===== config.mk =====
export PLATFORM = sky130hd
export DESIGN_NAME = tx_frame_ctl
export DESIGN_NICKNAME = d
export VERILOG_FILES = /design/src/rtl/txf_pkg.sv /design/src/rtl/txf_classify.sv /design/src/rtl/txf_start_gate.sv /design/src/rtl/txf_seq.sv /design/src/rtl/tx_frame_ctl.sv
export SDC_FILE = /design/constraint.sdc
export NUM_CORES = 1
export LEC_CHECK = 0
export BUFFER_PORTS_ARGS = -buffer_cell sky130_fd_sc_hd__buf_2
export CAP_MARGIN = 20
export CORE_ASPECT_RATIO = 1.4
export CORE_MARGIN = 4
export CORE_UTILIZATION = 58
export DETAILED_ROUTE_END_ITERATION = 8
export GPL_TIMING_DRIVEN = 0
export HOLD_SLACK_MARGIN = 0.06
export PLACE_DENSITY = 0.95
export SLEW_MARGIN = 5
export SYNTH_ARGS = -nofsm -noshare
export SYNTH_HDL_FRONTEND = slang
export SYNTH_SLANG_ARGS = --single-unit

===== constraint.sdc =====
create_clock -name clk -period 7 [get_ports clk]
set_clock_uncertainty 0.15 [all_clocks]
set_input_delay 0.7 -clock clk [delete_from_list [all_inputs] [get_ports clk]]
set_output_delay 0.7 -clock clk [all_outputs]
set_load 0.05 [all_outputs]

===== src/rtl/txf_pkg.sv =====
package txf_pkg;
    localparam int DATA_W = 16;

    typedef enum logic [2:0] {
        ST_IDLE,
        ST_PRE,
        ST_DATA,
        ST_DRAIN,
        ST_ACK
    } txf_state_e;

    localparam logic [DATA_W-1:0] PRE_WORD     = 16'h5555;
    localparam logic [DATA_W-1:0] PRE_LAST_BIT = 16'h0080;

    localparam logic [DATA_W-1:0] CODE_OK    = 16'h4000;
    localparam logic [DATA_W-1:0] CODE_SHORT = 16'h6800;
    localparam logic [DATA_W-1:0] CODE_LATE  = 16'h6600;

    localparam logic [DATA_W-1:0] STAT_PARITY = 16'h0080;
    localparam logic [DATA_W-1:0] STAT_URUN   = 16'h0040;
    localparam logic [DATA_W-1:0] STAT_COLL   = 16'h0020;
    localparam logic [DATA_W-1:0] STAT_FAULT  = 16'h0010;
    localparam logic [DATA_W-1:0] STAT_MASK   = STAT_PARITY | STAT_URUN | STAT_COLL | STAT_FAULT;
endpackage


===== src/rtl/txf_classify.sv =====
module txf_classify
    import txf_pkg::*;
#(
    parameter int CNT_W       = 16,
    parameter int RETRY_WORDS = 168
) (
    input  logic [DATA_W-1:0] status,
    input  logic [CNT_W-1:0]  words_sent,
    output logic [DATA_W-1:0] code,
    output logic [DATA_W-1:0] bytes,
    output logic              want_retry
);
    logic [DATA_W-1:0] err_bits;
    logic [CNT_W-1:0]  byte_cnt;

    assign err_bits = status & STAT_MASK;
    assign byte_cnt = {words_sent[CNT_W-2:0], 1'b0};

    always_comb begin
        code       = CODE_OK;
        bytes      = '0;
        want_retry = 1'b0;
        if (err_bits == STAT_COLL) begin
            if (words_sent == CNT_W'(RETRY_WORDS)) begin
                want_retry = 1'b1;
            end else begin
                code  = CODE_LATE;
                bytes = DATA_W'(byte_cnt);
            end
        end else if (err_bits != '0) begin
            code = CODE_OK | err_bits;
        end
    end
endmodule


===== src/rtl/txf_start_gate.sv =====
module txf_start_gate #(
    parameter int CNT_W  = 16,
    parameter int THRESH = 128
) (
    input  logic clk,
    input  logic rst_n,
    input  logic emit,
    input  logic last_emit,
    input  logic clear,
    output logic go
);
    logic [CNT_W-1:0] cnt_q;
    logic             go_q;
    logic             over;

    assign over = emit && (cnt_q >= CNT_W'(THRESH));
    assign go   = go_q;

    always_ff @(posedge clk or negedge rst_n) begin
        if (!rst_n) begin
            cnt_q <= '0;
            go_q  <= 1'b0;
        end else if (clear) begin
            cnt_q <= '0;
            go_q  <= 1'b0;
        end else begin
            if (emit) cnt_q <= cnt_q + 1'b1;
            go_q <= go_q | over | last_emit;
        end
    end

    // tx_go rises only past the threshold or at end of data
    a_r4_go_cause: assert property (@(posedge clk) disable iff (!rst_n)
        $rose(go_q) |-> ($past(last_emit) || $past(cnt_q) >= CNT_W'(THRESH)));
    // once raised, held until cleared
    a_r4_go_hold: assert property (@(posedge clk) disable iff (!rst_n)
        (go_q && !clear) |=> go_q);
endmodule


===== src/rtl/txf_seq.sv =====
module txf_seq
    import txf_pkg::*;
#(
    parameter int LEN_W     = 16,
    parameter int CNT_W     = 16,
    parameter int PRE_WORDS = 4,
    parameter int MIN_BYTES = 11
) (
    input  logic              clk,
    input  logic              rst_n,
    input  logic              start_req,
    input  logic [LEN_W-1:0]  buf_len,
    input  logic              src_valid,
    input  logic [DATA_W-1:0] src_data,
    input  logic              eof_strobe,
    input  logic [DATA_W-1:0] cls_code,
    input  logic [DATA_W-1:0] cls_bytes,
    input  logic              cls_retry,
    output logic              src_ready,
    output logic              out_valid,
    output logic [DATA_W-1:0] out_data,
    output logic              out_mark,
    output logic              out_crc_en,
    output logic              last_emit,
    output logic              drain_exit,
    output logic [CNT_W-1:0]  words_sent,
    output logic              cmpl_valid,
    output logic [DATA_W-1:0] cmpl_code,
    output logic [DATA_W-1:0] cmpl_bytes,
    output logic              retry,
    output logic              out_en
);
    localparam int PRE_W = (PRE_WORDS > 1) ? $clog2(PRE_WORDS) : 1;

    txf_state_e        state_q, state_d;
    logic [PRE_W-1:0]  pre_cnt_q;
    logic [CNT_W-1:0]  left_q;
    logic [CNT_W-1:0]  sent_q;
    logic              cmpl_valid_q, retry_q;
    logic [DATA_W-1:0] cmpl_code_q, cmpl_bytes_q;

    logic [LEN_W:0]    len_round;
    logic [CNT_W-1:0]  len_words;
    logic              too_short;
    logic              pre_last;
    logic              refuse;

    assign len_round = {1'b0, buf_len} + {{LEN_W{1'b0}}, 1'b1};
    assign len_words = CNT_W'(len_round >> 1);
    assign too_short = buf_len < LEN_W'(MIN_BYTES);
    assign pre_last  = pre_cnt_q == PRE_W'(PRE_WORDS - 1);
    assign refuse    = (state_q == ST_IDLE) && start_req && too_short;

    // state register
    always_ff @(posedge clk or negedge rst_n) begin
        if (!rst_n) state_q <= ST_IDLE;
        else        state_q <= state_d;
    end

    // transitions
    always_comb begin
        state_d = state_q;
        unique case (state_q)
            ST_IDLE:  if (start_req) state_d = too_short ? ST_ACK : ST_PRE;
            ST_PRE:   if (pre_last) state_d = ST_DATA;
            ST_DATA:  if (src_valid && left_q == CNT_W'(1)) state_d = ST_DRAIN;
            ST_DRAIN: if (eof_strobe) state_d = cls_retry ? ST_IDLE : ST_ACK;
            ST_ACK:   state_d = ST_IDLE;
            default:  state_d = ST_IDLE;
        endcase
    end

    // outputs
    always_comb begin
        src_ready  = 1'b0;
        out_valid  = 1'b0;
        out_data   = '0;
        out_mark   = 1'b0;
        out_crc_en = 1'b0;
        last_emit  = 1'b0;
        drain_exit = 1'b0;
        out_en     = 1'b1;
        unique case (state_q)
            ST_IDLE: ;
            ST_PRE: begin
                out_valid = 1'b1;
                out_mark  = pre_last;
                out_data  = pre_last ? (PRE_WORD | PRE_LAST_BIT) : PRE_WORD;
            end
            ST_DATA: begin
                src_ready  = 1'b1;
                out_valid  = src_valid;
                out_crc_en = src_valid;
                out_data   = src_data;
                last_emit  = src_valid && left_q == CNT_W'(1);
            end
            ST_DRAIN: drain_exit = eof_strobe;
            ST_ACK:   out_en = 1'b0;
            default: ;
        endcase
    end

    // counters and completion registers
    always_ff @(posedge clk or negedge rst_n) begin
        if (!rst_n) begin
            pre_cnt_q    <= '0;
            left_q       <= '0;
            sent_q       <= '0;
            cmpl_valid_q <= 1'b0;
            retry_q      <= 1'b0;
            cmpl_code_q  <= '0;
            cmpl_bytes_q <= '0;
        end else begin
            cmpl_valid_q <= 1'b0;
            retry_q      <= 1'b0;
            if (state_q == ST_IDLE && start_req) begin
                pre_cnt_q <= '0;
                left_q    <= len_words;
                sent_q    <= '0;
            end
            if (state_q == ST_PRE) pre_cnt_q <= pre_cnt_q + 1'b1;
            if (state_q == ST_DATA && src_valid) begin
                left_q <= left_q - 1'b1;
                sent_q <= sent_q + 1'b1;
            end
            if (refuse) begin
                cmpl_valid_q <= 1'b1;
                cmpl_code_q  <= CODE_SHORT;
                cmpl_bytes_q <= '0;
            end else if (drain_exit) begin
                cmpl_valid_q <= !cls_retry;
                retry_q      <= cls_retry;
                if (!cls_retry) begin
                    cmpl_code_q  <= cls_code;
                    cmpl_bytes_q <= cls_bytes;
                end
            end
        end
    end

    assign words_sent = sent_q;
    assign cmpl_valid = cmpl_valid_q;
    assign cmpl_code  = cmpl_code_q;
    assign cmpl_bytes = cmpl_bytes_q;
    assign retry      = retry_q;

    // mark only on a preamble word, never on a CRC-covered one
    a_r1_mark_preamble: assert property (@(posedge clk) disable iff (!rst_n)
        out_mark |-> (out_valid && !out_crc_en && !src_ready));
    // refused start yields the short-buffer code next cycle
    a_r3_refuse_code: assert property (@(posedge clk) disable iff (!rst_n)
        refuse |=> (cmpl_valid && cmpl_code == CODE_SHORT));
    // retry and completion never together
    a_r7_retry_excl: assert property (@(posedge clk) disable iff (!rst_n)
        retry |-> !cmpl_valid);
    // done is a single-cycle pulse
    a_r9_pulse: assert property (@(posedge clk) disable iff (!rst_n)
        cmpl_valid |=> !cmpl_valid);
    // enable drops with completion and comes back next cycle
    a_r10_flap_low: assert property (@(posedge clk) disable iff (!rst_n)
        cmpl_valid |-> !out_en);
    a_r10_flap_back: assert property (@(posedge clk) disable iff (!rst_n)
        cmpl_valid |=> out_en);
endmodule


===== src/rtl/tx_frame_ctl.sv =====
module tx_frame_ctl
    import txf_pkg::*;
#(
    parameter int LEN_W       = 16,
    parameter int CNT_W       = 16,
    parameter int PRE_WORDS   = 4,
    parameter int MIN_BYTES   = 11,
    parameter int THRESH      = 128,
    parameter int RETRY_WORDS = 168
) (
    input  logic              clk,
    input  logic              rst_n,
    input  logic              start_req,
    input  logic [LEN_W-1:0]  buf_len,
    input  logic              src_valid,
    input  logic [15:0]       src_data,
    output logic              src_ready,
    output logic              out_valid,
    output logic [15:0]       out_data,
    output logic              out_mark,
    output logic              out_crc_en,
    output logic              tx_go,
    input  logic              eof_strobe,
    input  logic [15:0]       tx_status,
    output logic              cmpl_valid,
    output logic [15:0]       cmpl_code,
    output logic [15:0]       cmpl_bytes,
    output logic              retry,
    output logic              out_en
);
    logic [DATA_W-1:0] cls_code, cls_bytes;
    logic              cls_retry;
    logic              last_emit, drain_exit;
    logic [CNT_W-1:0]  words_sent;

    txf_seq #(
        .LEN_W(LEN_W), .CNT_W(CNT_W), .PRE_WORDS(PRE_WORDS), .MIN_BYTES(MIN_BYTES)
    ) seq_i (
        .clk(clk), .rst_n(rst_n), .start_req(start_req), .buf_len(buf_len),
        .src_valid(src_valid), .src_data(src_data), .eof_strobe(eof_strobe),
        .cls_code(cls_code), .cls_bytes(cls_bytes), .cls_retry(cls_retry),
        .src_ready(src_ready), .out_valid(out_valid), .out_data(out_data),
        .out_mark(out_mark), .out_crc_en(out_crc_en), .last_emit(last_emit),
        .drain_exit(drain_exit), .words_sent(words_sent),
        .cmpl_valid(cmpl_valid), .cmpl_code(cmpl_code), .cmpl_bytes(cmpl_bytes),
        .retry(retry), .out_en(out_en)
    );

    txf_classify #(.CNT_W(CNT_W), .RETRY_WORDS(RETRY_WORDS)) cls_i (
        .status(tx_status), .words_sent(words_sent),
        .code(cls_code), .bytes(cls_bytes), .want_retry(cls_retry)
    );

    txf_start_gate #(.CNT_W(CNT_W), .THRESH(THRESH)) gate_i (
        .clk(clk), .rst_n(rst_n), .emit(out_valid), .last_emit(last_emit),
        .clear(drain_exit), .go(tx_go)
    );

    // transmitter never released before any word has left
    a_r4_go_after_words: assert property (@(posedge clk) disable iff (!rst_n)
        (tx_go && !$past(tx_go)) |-> $past(out_valid));
endmodule


==> results of run 1 <==
-- flip-flops by register name, indices dropped and copies added (netlist names) --
| signal | flops |
|---|---|
| gate_i.cnt_q | 16 |
| seq_i.left_q | 16 |
| seq_i.words_sent | 16 |
| seq_i.cmpl_bytes | 15 |
| seq_i.cmpl_code | 8 |
| seq_i.state_q | 3 |
| seq_i.pre_cnt_q | 2 |
| gate_i.go | 1 |
| seq_i.cmpl_valid | 1 |
| seq_i.retry | 1 |
-- power by group --
group	internal (W)	leakage, nW	switching (W)	total, W
clock network	0.000164	0.0960	0.000162	0.000326
registers	0.000551	1.04	0.0000989	0.000650
logic	0.000253	1.36	0.000602	0.000855
total	0.000968	2.49	0.000863	0.00183
-- cell families (layout without fill, tap and decap cells) --
group,count (synthesis),in the layout
fa+ha+maj,8,8
compound gates,87,87
simple gates,194,194
other cells,1,8
xor+xnor,28,28
mux,14,14
flops,79,79
buf+inv,44,149
-- worst max-delay path, cell delays in order, from the launching register on --
cell	delay (ns)
dfrtp_1	0.37
buf_6	0.13
clkbuf_1	0.20
nor2b_1	0.15
clkbuf_1	0.30
a21oi_1	0.12
nor2_1	0.11
buf_2	0.27
-- area by class of cell --
cell class | instances | area (um^2) | area share, %
buffer | 30 | 174 | 3.39
clock buffer | 10 | 128 | 2.49
clock inverter | 6 | 61.3 | 1.19
inverter | 14 | 52.6 | 1.02
multi-input combinational | 339 | 2150 | 41.9
sequential | 79 | 1980 | 38.5
tap | 97 | 121 | 2.36
timing repair buffer | 89 | 470 | 9.16
-- path summary, 6_finish.rpt --
check / depth (start not counted) / slack (ns) / to
max in group asynchronous: 2 / 6.03 / seq_i.retry$_DFF_PN0_
worst max register to register: 8 / 4.39 / seq_i.cmpl_bytes[15]$_DFFE_PN0P_
worst min-delay path: 1 / 0.09 / gate_i.cnt_q[11]$_DFFE_PN0P_
min in group clk: 1 / 0.33 / seq_i.words_sent[15]$_DFFE_PN0P_
worst max-delay path: 7 / 4.13 / out_data[4]
worst min register to register: 1 / 0.33 / seq_i.words_sent[15]$_DFFE_PN0P_
-- synth_stat cells, drive strengths merged (6+ instances only) --
library cell / n / area, um^2
a21oi: 19 / 95.1
a22o: 15 / 131
and2: 8 / 50.1
and3: 9 / 56.3
and4: 6 / 52.6
buf: 17 / 125
clkbuf: 13 / 48.8
dfrtp: 79 / 1980
ha: 8 / 100
inv: 14 / 52.6
mux2i: 10 / 100
nand2: 39 / 146
nand3: 17 / 85.1
nand4: 12 / 75.1
nor2: 48 / 180
nor3: 21 / 116
nor4: 9 / 71.3
o21ai: 17 / 85.1
xnor2: 20 / 175
xor2: 8 / 70.1
-- per-layer routing --
| metal | up-vias | share of wire, % | global-route usage (%) |
|---|---|---|---|
| met5 | - | 0 | 0 |
| met4 | 0 | 2.1 | 10.1 |
| met3 | 26 | 6.9 | 5.77 |
| met2 | 191 | 54 | 44.8 |
| met1 | 1911 | 37 | 27.5 |
| li1 | 1832 | - | - |
-- metrics by stage --
stage                     util [%]  total power, W  std cells  area, um^2  setup slack (ns)
final                         70.2         0.00183        664        5130              4.13
after global routing          70.2         0.00194        664        5130              3.99
after CTS                     70.2         0.00183        664        5130              4.13
after detailed placement      67.6         0.00150        648        4940              4.13
after global placement        67.2         0.00146        647        4910              4.15
after floorplan                  -         0.00128        462        4350              4.07
==> metrics.txt, run 1 <==
status=complete, no violations; Die X=between 80 and 90 um; Crit. End Element=primary output; global placer's final weighted congestion=0.872; Top FF cell, synth=dfrtp_1; post-cts resize count=0; htree depth=3; Post-synth EDFFs=0; cts hold-fix bufs=0; max_cap viols=0; Worst EP arrival=between 2 and 2.5 ns; # fillers=between 500 and 600; worst hold slack=slightly below 0.09 ns; worst slew pin tran=roughly 1.0 ns; DR iter-0 viols=394; detail-routed via count per cell=roughly 6.0; row count=37; GRT Total Usage=between 20% and 30%; Longest Clk Path Bufs=2; placeable core area=7310 um^2; fin. max-slew vios=0; Post-Synth Simple-Gate Area=23.9%; most frequent cells in the layout=buf_2 (91), dfrtp_1 (79), nor2_1 (48), nand2_1 (39); Post-Route WL=about 11000 um; antenna violations before repair=0; worst setup path start=seq_i.state_q[0]$_DFFE_PN0P_; xor/xnor share of the synthesized area=between 5 and 6%; vias in the first global route=3861; Syn-to-layout area delta=18.7%; largest family of logic cells by synthesized area=simple AND/OR/NAND/NOR gates; First-pass DRT Iterations=5; P_leak=2.49 nW; post-synth cell types=59; Clk pin slew, worst setup/hold paths=~0.08 ns; grt total ovfl=0; Seq cells post-synth=79; vias post-DR=around 4000; clk sinks=79; Total Neg Setup Slack=0 ns; mux contribution to synthesized area=between 3 and 4%; drt wl/cell=15.8 um; syn_area_per_cell=9.51 um^2; Cell Area, Synth=between 4000 and 5000 um^2; nets=between 600 and 700; R2R Path Start=seq_i.state_q[2]$_DFFE_PN0P_; critical path class=reg2out; port buffer count=between 80 and 90; FFs w/ async S/R, synth=100%; CTS tree=yes; ant diodes=0; final hold violation count=0; io pins=109; number of routed nets with antenna violations=0; Post-Synthesis Cells=about 460; Post-CTS Setup Inserts=0; largest net degree at the start of global routing=~60; Tcrit/Tclk final=about two fifths; Rel. slew slack=a little under a third; Worst VDD drop=approximately 0.19 mV; share of cells above drive strength 1=a little under a quarter; Hold Path Class=in2async; hpwl dp=just under 8000 um; CTS Root Cell=clkbuf_8; Num CTS Buffers=9; first-pass GRT wire length=between 15000 and 20000 um; CP required=slightly above 6 ns; area fraction in compound gates after synthesis=13.8%; Worst Setup Start Kind=register; Synth Warn #=0; RSZ-0062 raised after global routing=false; initial core utilization=approximately three fifths; highest clock rate=approximately 350 MHz; register area share after synthesis=a little under half; Power Dens Cells=approximately 360 nW/um^2; post-layout min period=2.87 ns; final setup vio count=0; die area=around 8900 um^2; Synth Area in Adders=roughly 2.3%; insertion delay to the later sink of the worst-skew pair=about 0.35 ns; Die H=110 um; DRC errors left=0; crit-path max FO=10; commonest non-fill, non-tap cell in the layout=buf_2
(Power assumes the default switching activity.)
==> run 2: changes to the inputs <==
--- a/config.mk
+++ b/config.mk
@@ -9,11 +9,11 @@
 export CAP_MARGIN = 20
 export CORE_ASPECT_RATIO = 1.4
 export CORE_MARGIN = 4
-export CORE_UTILIZATION = 58
+export CORE_UTILIZATION = 48
 export DETAILED_ROUTE_END_ITERATION = 8
 export GPL_TIMING_DRIVEN = 0
 export HOLD_SLACK_MARGIN = 0.06
-export PLACE_DENSITY = 0.95
+export PLACE_DENSITY = 0.88
 export SLEW_MARGIN = 5
 export SYNTH_ARGS = -nofsm -noshare
 export SYNTH_HDL_FRONTEND = slang
==> constraint.sdc (replaced) <==
create_clock -name clk -period 2.56 [get_ports clk]
set_clock_uncertainty 0.15 [all_clocks]
set_input_delay 0.256 -clock clk [delete_from_list [all_inputs] [get_ports clk]]
set_output_delay 0.256 -clock clk [all_outputs]
set_load 0.05 [all_outputs]
==> metrics.txt, run 2 (synthesized netlist as in run 1, its figures left out) <==
number of routed nets with antenna violations=0 (unchanged); critical path class=reg2reg; Tcrit/Tclk final=a little over nine tenths; global placer's final weighted congestion=0.839 (-3.9%); nets=628 (+0.80%); grt total ovfl=0 (unchanged); CTS Root Cell=clkbuf_16; ant diodes=0 (unchanged); Place WS=0.00564 ns (-4.13 ns); Longest Clk Path Bufs=2 (unchanged); max_cap viols=0 (unchanged); insertion delay to the later sink of the worst-skew pair=0.33 ns (-0.02 ns); Rel. slew slack=58.3% (+27 points); DR iter-0 viols=225 (-43%); Die H=120 um (+9.2%); PnR worst setup slack=0.151 ns (-3.98 ns); First-pass DRT Iterations=5 (unchanged); crit-path max FO=10 (unchanged); CTS tree=yes; htree depth=3 (unchanged); P_leak=2.58 nW (+3.7%); die area=10600 um^2 (+19%); CP required=2.63 ns (-3.52 ns); port buffer count=88 (unchanged); largest net degree at the start of global routing=72 (+22%); Num CTS Buffers=9 (unchanged); drt wl/cell=15.6 um (-1.5%); initial core utilization=49.7% (-9.5 points); antenna violations before repair=0 (unchanged); DRC errors left=0 (unchanged); Worst Setup Start Kind=register; Post-CTS Setup Inserts=0 (unchanged); worst slew pin tran=0.624 ns (-0.396 ns); share of cells above drive strength 1=23.5% (+0.72 points); Worst VDD drop=0.689 mV (+260%); r2r setup slk=0.15 ns (-4.24 ns); vias in the first global route=3731 (-3.4%); Worst EP arrival=2.48 ns (+0.46 ns); highest clock rate=just over 400 MHz; final hold violation count=0 (unchanged); Power Dens Cells=1030 nW/um^2 (+190%); row count=40 (+8.1%); post-layout min period=2.41 ns; Total Neg Setup Slack=0 ns (unchanged); Die X=88.2 um (+8.9%); Crit. End Element=register; most frequent cells in the layout=buf_2 (91), dfrtp_1 (79), nor2_1 (46), nand2_1 (39); io pins=109 (unchanged); vias post-DR=3814 (-3.7%); placeable core area=8710 um^2 (+19%); first-pass GRT wire length=17400 um (+1.7%); RSZ-0062 raised after global routing=false; final setup vio count=0 (unchanged); Clk pin slew, worst setup/hold paths=0.06 ns (-0.02 ns); fin. max-slew vios=0 (unchanged); hpwl dp=7660 um (-1.6%); Post-Route WL=10600 um (+0.31%); detail-routed via count per cell=5.64 (-5.4%); commonest non-fill, non-tap cell in the layout=buf_2; Syn-to-layout area delta=23.4%; status=complete, no violations; Hold Path Class=in2reg; clk sinks=79 (unchanged); GRT Total Usage=20.9% (-3.9 points)
run 2: metrics by stage:
stage                     cells  power [W]  cell area, um^2  hold slack (ns)  util, %
final                       676    0.00548             5340           0.0753     61.3
after global routing        676    0.00578             5340           0.0744     61.3
after CTS                   676    0.00547             5320           0.0636     61.1
after detailed placement    656    0.00410             4950          -0.0530     56.9
after global placement      655    0.00398             4920            0.296     56.6
after floorplan             462    0.00350             4350           -0.190        -
run 2: layout make-up:
| class | count | area (um^2) |
|---|---|---|
| Buffer | 30 | 176 |
| Clock buffer | 11 | 243 |
| Clock inverter | 4 | 70.1 |
| Fill cell | 728 | 3370 |
| Inverter | 14 | 52.6 |
| Multi-Input combinational cell | 339 | 2170 |
| Sequential cell | 79 | 1980 |
| Tap cell | 105 | 131 |
| Timing Repair Buffer | 94 | 520 |
run 2: final timing paths:
| path | startpoint | end | cells after the start |
|---|---|---|---|
| hold reg to reg | seq_i.cmpl_code[14]$_DFFE_PN0P_ | seq_i.cmpl_code[14]$_DFFE_PN0P_ | 1 |
| setup reg to reg | seq_i.state_q[2]$_DFFE_PN0P_ | seq_i.cmpl_bytes[14]$_DFFE_PN0P_ | 8 |
| min in group asynchronous | rst_n | gate_i.go$_DFF_PN0_ | 2 |
| hold / removal | tx_status[5] | seq_i.cmpl_code[5]$_DFFE_PN0P_ | 3 |
| max in group asynchronous | rst_n | seq_i.left_q[2]$_DFFE_PN0P_ | 3 |
| setup / recovery | seq_i.state_q[2]$_DFFE_PN0P_ | seq_i.cmpl_bytes[14]$_DFFE_PN0P_ | 8 |
run 2: power breakdown:
part           internal [W]  switching (W)
clock              0.000871       0.000469
sequential          0.00151       0.000271
combinational      0.000704        0.00165
total               0.00308        0.00239
run 2: critical path, stage by stage (launching register included):
cell and delay (ns):
dfrtp_1 0.35, buf_2 0.17, nor2_1 0.28, nand2_1 0.35
nor2_4 0.31, nor2b_1 0.08, buf_4 0.18, buf_4 0.18
a22o_1 0.24
run 2: timing repair:
item,CTS,global route
hold endpoints to repair,81,0
gates resized for setup,1,8
hold buffers,5,0
endpoints found under the setup margin,8,21
run 2: per-layer routing:
metal  track usage [%]  wire [um]  up-vias
li1                  -          -     1847
met5                 0          0        -
met4              8.79        225        0
met3              3.95        499       20
met1              23.8       4140     1835
met2              37.1       5690      112
==> run 3: changes to the inputs <==
--- a/config.mk
+++ b/config.mk
@@ -5,15 +5,16 @@
 export SDC_FILE = /design/constraint.sdc
 export NUM_CORES = 1
 export LEC_CHECK = 0
+export ABC_AREA = 1
 export BUFFER_PORTS_ARGS = -buffer_cell sky130_fd_sc_hd__buf_2
 export CAP_MARGIN = 20
 export CORE_ASPECT_RATIO = 1.4
 export CORE_MARGIN = 4
-export CORE_UTILIZATION = 48
+export CORE_UTILIZATION = 55
 export DETAILED_ROUTE_END_ITERATION = 8
 export GPL_TIMING_DRIVEN = 0
 export HOLD_SLACK_MARGIN = 0.06
-export PLACE_DENSITY = 0.88
+export PLACE_DENSITY = 0.93
 export SLEW_MARGIN = 5
 export SYNTH_ARGS = -nofsm -noshare
 export SYNTH_HDL_FRONTEND = slang
==> constraint.sdc (replaced) <==
create_clock -name clk -period 2.44 [get_ports clk]
set_clock_uncertainty 0.15 [all_clocks]
set_input_delay 0.244 -clock clk [delete_from_list [all_inputs] [get_ports clk]]
set_output_delay 0.244 -clock clk [all_outputs]
set_load 0.05 [all_outputs]
==> metrics.txt, run 3 <==
io pins=109 (unchanged); Post-Synthesis Cells=720 (+58%); Most Frequent Cell on Critical Path=buf_2; Longest Clk Path Bufs=2 (unchanged); First-pass DRT Iterations=6 (+1); clk sinks=79 (unchanged); top-count cell post-synth=nand2_1; worst hold slack=0.120 ns (+0.0448 ns); max_cap viols=0 (unchanged); Die H=121 um (+0.49%); Synth Area in Adders=2.00% (-0.32 points); post-synth cell types=41 (-31%); Crit. End Element=primary output; post-layout min period=~2.3 ns; fin. max-slew vios=0 (unchanged); Worst VDD drop=0.785 mV (+14%); status=complete, no violations; ant diodes=0 (unchanged); mux contribution to synthesized area=0% (-3.4 points); crit-path cells=inv_1 > nand3_4 > nor2_8 > buf_2 > buf_2; drt wl/cell=13.9 um (-11%); Synth Warn #=0 (unchanged); PnR worst setup slack=0.113 ns (-0.0383 ns); row count=40 (unchanged); FFs w/ async S/R, synth=100% (unchanged); area fraction in compound gates after synthesis=7.52% (-6.3 points); RSZ-0062 raised after global routing=false; nets=893 (+42%); Seq cells post-synth=79 (unchanged); detail-routed via count per cell=5.47 (-3.1%); Worst EP arrival=1.93 ns (-0.55 ns); crit-path max FO=10 (unchanged); hpwl dp=9700 um (+27%); vias post-DR=5144 (+35%); Post-Route WL=13100 um (+24%); GRT Total Usage=25.3% (+4.5 points); die area=10700 um^2 (+0.97%); crit path max-delay cell type=dfrtp_1; final setup vio count=0 (unchanged); xor/xnor share of the synthesized area=1.57% (-4.1 points); Tcrit/Tclk final=a little over nine tenths; Largest delay share family, worst path=buffers and inverters; Hold Path Class=in2reg; grt total ovfl=0 (unchanged); critical path class=reg2out; Buffers & Inverters on Critical Path=3 (unchanged); final hold violation count=0 (unchanged); CP required=2.05 ns (-0.58 ns); Post-synth EDFFs=0 (unchanged); post-synth top area share=39.5% (-6.2 points); DR iter-0 viols=348 (+55%); antenna violations before repair=0 (unchanged); Worst path max stage delay=0.45 ns (+0.10 ns); Power Dens Cells=1050 nW/um^2 (+2.7%); most frequent cells in the layout=nand2_1 (211), nor2_1 (104), buf_2 (91), nand3_1 (88), inv_1 (80); Top FF cell, synth=dfrtp_1; highest clock rate=between 400 and 500 MHz; leading area contributor after synthesis=dfrtp_1; Place WS=0.428 ns (+0.422 ns); CTS tree=yes; first-pass GRT wire length=21600 um (+24%); htree depth=3 (unchanged); initial core utilization=57.2% (+7.5 points); # fillers=719 (-1.2%); register area share after synthesis=39.5% (-6.2 points); share of cells above drive strength 1=17.6% (-5.9 points); DRC errors left=0 (unchanged); Num CTS Buffers=9 (unchanged); Post-Synth Simple-Gate Area=39.4% (+16 points); Cell Area, Synth=5010 um^2 (+16%); placeable core area=8760 um^2 (+0.57%); placed insts=921 (+40%); commonest cells in the netlist=nand2_1 (211), nor2_1 (104), nand3_1 (88), inv_1 (81), dfrtp_1 (79); largest net degree at the start of global routing=54 (-25%); Syn-to-layout area delta=20.2%; Worst Setup Start Kind=register; Clk pin slew, worst setup/hold paths=0.06 ns (about the same); Die X=88.7 um (+0.48%); syn_area_per_cell=6.96 um^2 (-27%); Total Neg Setup Slack=0 ns (unchanged); number of routed nets with antenna violations=0 (unchanged); commonest non-fill, non-tap cell in the layout=nand2_1; global placer's final weighted congestion=0.976 (+16%); P_leak=3.17 nW (+23%); CTS Root Cell=clkbuf_16; Synth area leaders=dfrtp_1 (39%), nand2_1 (16%), nand3_1 (8.8%); vias in the first global route=4953 (+33%); insertion delay to the later sink of the worst-skew pair=0.34 ns (about the same); non-filler instance count after layout=941 (+39%); port buffer count=88 (unchanged); largest family of logic cells by synthesized area=simple AND/OR/NAND/NOR gates
-- run 3: changes by cell type after synthesis, moves of 18 or more --
cell	change
o21ai_0	+19
inv_1	+67
xnor2_1	-18
nand2_1	+172
nor2_1	+56
nand3_1	+71
-- run 3: kinds of logic after synthesis --
group | Yosys count
simple gates | 446
buf+inv | 110
flops | 79
compound gates | 67
xor+xnor | 9
fa+ha+maj | 8
other cells | 1
-- run 3: worst register-to-register path, delay by kind of cell, from the launching register on --
| family | cells | cell delay, ns |
|---|---|---|
| and+or+nand+nor | 5 | 0.56 |
| buffers and inverters | 2 | 0.33 |
| adders and majority gates | 1 | 0.17 |
| DFF | 1 | 0.40 |
| AOI/OAI and AO/OA | 1 | 0.32 |
-- run 3: power breakdown --
group | internal, W | switching (W)
sequential | 0.00164 | 0.000330
combinational | 0.000775 | 0.00214
clock | 0.000919 | 0.000535
total | 0.00334 | 0.00300
-- run 3: path summary, 6_finish.rpt --
check | from | end | slack (ns) | cells past startpoint
max reg2reg | seq_i.words_sent[0]$_DFFE_PN0P_ | seq_i.cmpl_bytes[14]$_DFFE_PN0P_ | 0.44 | 9
min reg2reg | seq_i.cmpl_code[14]$_DFFE_PN0P_ | seq_i.cmpl_code[14]$_DFFE_PN0P_ | 0.32 | 1
max in group asynchronous | rst_n | seq_i.cmpl_bytes[8]$_DFFE_PN0P_ | 1.33 | 3
min in group asynchronous | rst_n | gate_i.cnt_q[14]$_DFFE_PN0P_ | 0.22 | 2
max | seq_i.state_q[2]$_DFFE_PN0P_ | out_crc_en | 0.11 | 5
min | buf_len[7] | seq_i.left_q[6]$_DFFE_PN0P_ | 0.12 | 3
-- run 3: final cells by class --
| class | count | area [um^2] | area share [%] |
|---|---|---|---|
| inverter | 86 | 329 | 5.47 |
| timing repair buffer | 94 | 523 | 8.69 |
| tap | 105 | 131 | 2.18 |
| clock buffer | 10 | 239 | 3.97 |
| multi-input combinational | 538 | 2560 | 42.6 |
| sequential | 79 | 1980 | 32.8 |
| buffer | 24 | 173 | 2.87 |
| clock inverter | 5 | 82.6 | 1.37 |
-- run 3: per-stage QoR --
| step | instance area [um^2] | total power (W) | utilization, % |
|---|---|---|---|
| after global routing | 6020 | 0.00672 | 68.7 |
| after CTS | 6010 | 0.00632 | 68.6 |
| after floorplan | 5040 | 0.00411 | - |
| final | 6020 | 0.00634 | 68.7 |
| after detailed placement | 5640 | 0.00485 | 64.4 |
| after global placement | 5610 | 0.00477 | 64.0 |
-- run 3: timing repair --
item / CTS / global route
endpoints found under the setup margin: 0 / 10
hold buffers: 5 / 0
setup buffers: 0 / 0
resized for setup: 0 / 3
hold endpoints to repair: 36 / 0
-- run 3: layer usage --
metal | global-route usage, % | vias to the layer above | part of all wire, %
met4 | 12.1 | 0 | 3.0
met2 | 45.5 | 223 | 53
met3 | 3.06 | 39 | 6.5
met1 | 28.8 | 2352 | 38
li1 | - | 2530 | -
met5 | 0 | - | 0
